File: src/rtl/gci_ctl_port.sv
module gci_ctl_port #(
  parameter int          NUM_REGS     = 60,
  parameter int          ABORT_FRAMES = 2,
  parameter logic [6:0]  CMD_REG      = 7'h01
) (
  input  logic       clk,
  input  logic       rst_n,
  input  logic [2:0] slot_strap,
  input  logic       frame_stb,
  input  logic [2:0] frame_slot,
  input  logic [7:0] dn_mon,
  input  logic [7:0] dn_sc,
  input  logic [4:0] stat_in,
  input  logic [7:0] reg_rdata,
  output logic [7:0] up_mon,
  output logic [7:0] up_sc,
  output logic [5:0] ci_rx,
  output logic       reg_wr,
  output logic       reg_rd,
  output logic [7:0] reg_addr,
  output logic [7:0] reg_wdata
);
  localparam logic [7:0] IDLE_BYTE = 8'hFF;
  localparam int         CW        = $clog2(ABORT_FRAMES + 2);
  localparam logic [CW-1:0] ABT_LAST = CW'(ABORT_FRAMES - 1);
  localparam logic [CW-1:0] EOM_LAST = CW'(1);

  typedef enum logic [2:0] {S_IDLE, S_HAVE1, S_DONE, S_SEP, S_TX, S_TXEND, S_ABORT} st_t;

  st_t           st;
  logic [7:0]    cand;
  logic [1:0]    idx;
  logic          is_rd;
  logic [CW-1:0] cnt;
  logic [7:0]    resp;
  logic          resp_ok;
  logic [5:0]    ci_cand;
  logic [4:0]    ci_tx;
  logic [1:0]    ci_age;

  wire       ev     = frame_stb && (frame_slot == slot_strap);
  wire       mx_dn  = dn_sc[1];
  wire       mr_dn  = dn_sc[0];
  wire [5:0] ci_dn  = dn_sc[7:2];
  wire       addr_bad = int'(dn_mon) >= NUM_REGS;

  wire up_mx = !(st == S_TX || st == S_ABORT);
  wire up_mr = !(st == S_DONE || st == S_ABORT);

  assign up_mon = (st == S_TX) ? resp : IDLE_BYTE;
  assign up_sc  = {1'b0, ci_tx, up_mx, up_mr};

  always_ff @(posedge clk or negedge rst_n) begin
    if (!rst_n) begin
      st        <= S_IDLE;
      cand      <= IDLE_BYTE;
      idx       <= '0;
      is_rd     <= 1'b0;
      cnt       <= '0;
      resp      <= IDLE_BYTE;
      resp_ok   <= 1'b0;
      reg_wr    <= 1'b0;
      reg_rd    <= 1'b0;
      reg_addr  <= '0;
      reg_wdata <= '0;
      ci_cand   <= '0;
      ci_rx     <= '0;
      ci_tx     <= '0;
      ci_age    <= 2'd2;
    end else begin
      reg_wr <= 1'b0;
      reg_rd <= 1'b0;
      if (reg_rd) begin
        resp    <= reg_rdata;
        resp_ok <= 1'b1;
      end
      if (ev) begin
        ci_cand <= ci_dn;
        if (ci_dn == ci_cand) ci_rx <= ci_dn;

        if (stat_in != ci_tx && ci_age == 2'd2) begin
          ci_tx  <= stat_in;
          ci_age <= 2'd1;
        end else if (ci_age != 2'd2) begin
          ci_age <= ci_age + 2'd1;
        end

        case (st)
          S_IDLE: if (!mx_dn) begin
            cand <= dn_mon;
            idx  <= '0;
            st   <= S_HAVE1;
          end
          S_HAVE1: begin
            if (mx_dn) begin
              st <= S_ABORT; cnt <= '0; resp_ok <= 1'b0;
            end else if (dn_mon != cand) begin
              cand <= dn_mon;
            end else begin
              st <= S_DONE;
              case (idx)
                2'd0: begin
                  if (dn_mon[6:0] != CMD_REG) begin
                    st <= S_ABORT; cnt <= '0; resp_ok <= 1'b0;
                  end else begin
                    is_rd <= dn_mon[7];
                    idx   <= 2'd1;
                  end
                end
                2'd1: begin
                  if (addr_bad) begin
                    st <= S_ABORT; cnt <= '0; resp_ok <= 1'b0;
                  end else begin
                    reg_addr <= dn_mon;
                    if (is_rd) begin
                      reg_rd <= 1'b1;
                      idx    <= 2'd3;
                    end else begin
                      idx    <= 2'd2;
                    end
                  end
                end
                2'd2: begin
                  reg_wdata <= dn_mon;
                  reg_wr    <= 1'b1;
                  idx       <= 2'd1;
                end
                default: begin
                  st <= S_ABORT; cnt <= '0; resp_ok <= 1'b0;
                end
              endcase
            end
          end
          S_DONE: if (mx_dn) st <= S_SEP;
          S_SEP: begin
            if (!mx_dn) begin
              cand <= dn_mon;
              st   <= S_HAVE1;
            end else begin
              st <= resp_ok ? S_TX : S_IDLE;
            end
          end
          S_TX: begin
            if (dn_mon != IDLE_BYTE) begin
              st <= S_ABORT; cnt <= '0; resp_ok <= 1'b0;
            end else if (!mr_dn) begin
              st <= S_TXEND; cnt <= '0; resp_ok <= 1'b0;
            end
          end
          S_TXEND: begin
            if (cnt == EOM_LAST) st <= S_IDLE;
            else cnt <= cnt + 1'b1;
          end
          S_ABORT: begin
            if (cnt == ABT_LAST) st <= S_IDLE;
            else cnt <= cnt + 1'b1;
          end
          default: st <= S_IDLE;
        endcase
      end
    end
  end
endmodule

File: config.mk
export PLATFORM = sky130hd
export DESIGN_NAME = gci_ctl_port
export DESIGN_NICKNAME = d
export VERILOG_FILES = /design/src/rtl/gci_ctl_port.sv
export SDC_FILE = /design/constraint.sdc
export NUM_CORES = 1
export LEC_CHECK = 0
export BUFFER_PORTS_ARGS = -buffer_cell sky130_fd_sc_hd__buf_4
export CAP_MARGIN = 20
export CORE_ASPECT_RATIO = 1.4
export CORE_MARGIN = 3
export CORE_UTILIZATION = 48
export CTS_CLUSTER_SIZE = 14
export DETAILED_ROUTE_END_ITERATION = 7
export GPL_TIMING_DRIVEN = 0
export PLACE_DENSITY = 0.76
export SKIP_CTS_REPAIR_TIMING = 1
export SLEW_MARGIN = 20
export SYNTH_ARGS = -nofsm -noshare
export SYNTH_HDL_FRONTEND = slang
export SYNTH_SLANG_ARGS = --single-unit
File: constraint.sdc
create_clock -name clk -period 1.8 [get_ports clk]
set_input_delay 0.18 -clock clk [delete_from_list [all_inputs] [get_ports clk]]
set_output_delay 0.18 -clock clk [all_outputs]
set_load 0.01 [all_outputs]
==> results list <==
- Run status: finished with violations
- Violations in the final reports: negative setup slack
* CTS root buffer: clkbuf_8
- The detailed router placed 2,293 vias in this run.
- Total nets after synthesis: 286
- Achievable clock frequency: 474.2 MHz
- Total of flip-flops plus latches after synthesis: 62
* Growth of design area from synthesis to finish: 39.32%
* Synthesized area: 0.003115 mm^2
- Most used DFF post-synth: dfrtp_1
- Counting flops with a built-in enable in the synthesized netlist gives 0.
- Global route total overflow: 0
- Starting density of the core: 49.82%
- For this run, asynchronously set or reset flops after synthesis account for 100.0%.
- Slowest-stage cell, CP: dfstp_2
* Number of standard cells after synthesis: 247
- Internal power comes to 0.003309 W.
- Summed over all failing endpoints, the final setup total negative slack is -6.590 ns.
- In this design, the stage delay of the slowest critical-path cell is 0.56 ns.
- The worst pin sits at a relative slew slack of 48.84%.
* Worst hold path type: input pin to flip-flop
- Combinational group share of total power: 37.7%
* N_diodes: 0
- The floorplan step defined a die boundary enclosing 0.007507 mm^2.
- For this run, the number of Yosys warnings is 0.
* Clock skew: 0.01344 ns
* GRT Util Overall: 17.60%
- Wire length after detailed routing: 6.451 mm
- Number of port buffers: 76
- Switching pwr: 0.001671 W
- # clock sinks: 62
- The most common cell in the synthesized netlist is dfrtp_1.
- The wire-length estimate of the detail-placed layout is 4.503 mm.
- After synthesis, the netlist uses 54 different library cells.
* Synth top area share: 36.14%
* Initial drt markers: 100
- CTS built an H-tree with a depth of 3.
* Routed length per placed instance: 15.14 um
* Final core area utilization: 69.41%
* Die span in x: 74.09 um
* CP endpoint kind: flip-flop
- The congestion estimate from routability-driven global placement came to 0.8994.
- Worst-skew pair later-pin latency: 0.34 ns
* Largest driver fanout on the critical path: 9
- The worst setup path is launched from a flip-flop.
- Final-report setup violation count: 40
* Share of synthesized area occupied by flip-flops and latches: 50.48%
- Number of nets in the final layout: 388
- STA puts the critical path data arrival time at 2.33 ns.
- Data on the critical path is required at its endpoint by 2.02 ns.
- Wire length of the first global-routing pass: 10.05 mm
- Power spread over the standard cell area amounts to 1147 mW/mm^2.
- Ranked by total cell area, the synthesized netlist is headed by dfrtp_1 (36%), dfstp_2 (14%), mux2_2 (12%).
* Standby leakage power: 2.022 nW
- By count the netlist is led by dfrtp_1 (45), mux2_2 (33), dfstp_2 (17), mux2_1 (16), xor2_1 (12).
- Clock-pin slew was measured on the worst setup and hold paths at 0.07 ns.
- dfrtp_1 takes more of the synthesized area than any other cell.
* Iteration count of the initial detailed-routing pass: 4
- In this run the vertical extent of the chip is 101.3 um.
- For the pin with the worst max-slew slack, the measured transition is 0.7674 ns.
* Pin count of the biggest net entering global routing: 63
* Number of buffers created by CTS: 9
* Max Buffers Root-to-Sink: 2
- Dividing the final minimum period by the clock period gives 117.2%.
- Of the total power, the share spent switching nets is 33.56%.
* Ordered cell list for the critical path: xor2_2 -> nor4_4 -> nand4_2 -> nor2_4 -> buf_12 -> mux2_1
- Max-slew violation total from the final report: 0
- Prior to clock tree synthesis, the placed netlist has a worst setup slack of -0.4492 ns.
- In this run the remaining antenna-violating nets after routing total 0.
- The core region is 0.006254 mm^2.
- Highest ir drop seen on vdd: 740.7 uV
- After detailed routing, the number of vias per cell comes to 5.383.
* Share of power burned in registers: 39.9%
- Worst Hold Margin: 0.07858 ns
- Max-cap violation count: 0
* Unrepaired setup endpoints after global routing: yes
* Number of remaining DRC errors: 0
- 78 I/O pins were placed.
- The smallest clock period supported by the final layout is computed as 2.109 ns.
- The via count of the first global-routing pass is 2,237.
- Standard-cell rows: 34
* Worst Setup Path Type: flip-flop to flip-flop
* Final Hold Vio Count: 0
- Number of antenna violations at the first check in global routing: 0
* Setup slack of the critical path after layout: -0.3089 ns
- Layout cell share with drive strength beyond 1: 57.06%
- The layout has 465 filler cells.
- Worst setup slack for register-to-register paths: -0.31 ns
- Each instance of the synthesized netlist takes up on average 12.61 um^2.
- Clock share of power: 22.3%
* Clock tree from TritonCTS: done
-- power by group through the flow --
| stage | registers (W) | logic (W) | clock network [W] |
|---|---|---|---|
| 6_report | 0.00199 | 0.00188 | 0.00111 |
| 5_1_grt | 0.00203 | 0.00205 | 0.00121 |
| 4_1_cts | 0.00195 | 0.00155 | 0.00115 |
| 3_5_place_dp | 0.00197 | 0.00155 | 0 |
| 3_3_place_gp | 0.00197 | 0.00152 | 0 |
| 2_1_floorplan | 0.00196 | 0.00101 | 0 |
-- worst max-delay path: cells and delay by family (launching register included) --
| kind | cells | cell delay (ns) |
|---|---|---|
| multiplexers | 1 | 0.32 |
| AND/OR/NAND/NOR | 3 | 0.88 |
| buffers and inverters | 1 | 0.14 |
| XOR/XNOR | 1 | 0.09 |
| flip-flops | 1 | 0.56 |
-- layout by cell type, fill, tap and decap left out, types with 3 or more instances in the layout --
master / n
buf_4: 80
dfrtp_1: 43
mux2_2: 27
dfstp_2: 17
mux2_1: 15
buf_6: 12
clkbuf_8: 10
inv_1: 9
nand2_1: 9
or2_4: 8
xnor2_1: 8
xor2_1: 7
mux2_4: 7
nor2_1: 6
nand4_1: 6
xor2_2: 5
nand2b_1: 4
nor3_2: 4
nor4_4: 4
nor4_1: 4
o21ai_0: 4
xnor2_2: 3
a21oi_1: 3
a21o_1: 3
and2_1: 3
nor2b_1: 3
nor3_1: 3
buf_12: 3
-- path summary, 6_finish.rpt --
| path | startpoint | depth (start not counted) | end |
|---|---|---|---|
| setup / recovery | cand[5] | 6 | reg_wdata[4] |
| hold / removal | reg_rdata[0] | 2 | resp[0] |
| setup reg to reg | cand[5] | 6 | reg_wdata[4] |
| hold reg to reg | reg_wdata[0] | 1 | reg_wdata[0] |
| max in group asynchronous | rst_n | 2 | st[2] |
| min in group asynchronous | rst_n | 2 | reg_wdata[0] |
-- stage by stage --
step	area (um^2)	total power [W]	instances
after global routing	4340	0.005293	426
after detailed placement	3794	0.003523	395
after CTS	3978	0.004655	411
after global placement	3794	0.003489	395
after floorplan	3133	0.002965	247
final	4340	0.004980	426
-- area by class of cell --
type                            instances  area (um^2)  share of cell area, %
Buffer                                  7        52.55                  1.211
Tap cell                               72        90.09                  2.076
Inverter                               11        43.79                  1.009
Timing Repair Buffer                   91        760.7                  17.53
Clock inverter                          6        46.29                  1.067
Clock buffer                           10        137.6                  3.171
Multi-Input combinational cell        167         1634                  37.65
Sequential cell                        62         1575                  36.29
-- registers in the layout (all words and copies together), names as in the netlist --
| signal | cells |
|---|---|
| ci_rx | 6 |
| resp | 8 |
| reg_wdata | 8 |
| idx | 2 |
| st | 3 |
| ci_tx | 5 |
| reg_addr | 8 |
| cnt | 2 |
| reg_wr | 1 |
| resp_ok | 1 |
| ci_cand | 6 |
| reg_rd | 1 |
| is_rd | 1 |
| ci_age | 2 |
| cand | 8 |
-- logic make-up (layout without fill, tap and decap cells) --
kind of cell | count (synthesis) | after routing | synth area share (%)
muxes | 50 | 50 | 18.03
and+or+nand+nor | 66 | 66 | 14.70
other | 1 | 1 | 0.1204
DFF | 62 | 62 | 50.48
adders and majority gates | 1 | 1 | 0.4015
buffers and inverters | 18 | 125 | 2.570
AOI/OAI and AO/OA | 26 | 26 | 6.506
xor gates and xnor gates | 23 | 23 | 7.189
-- routing by layer --
metal	global-route usage (%)	part of all wire (%)	vias up
li1	-	-	1081
met1	19.86	39	1138
met2	30.53	55	66
met3	4.469	4.6	8
met4	8.229	1.3	0
met5	0	0	-
Power figures use the tool's default switching activity.
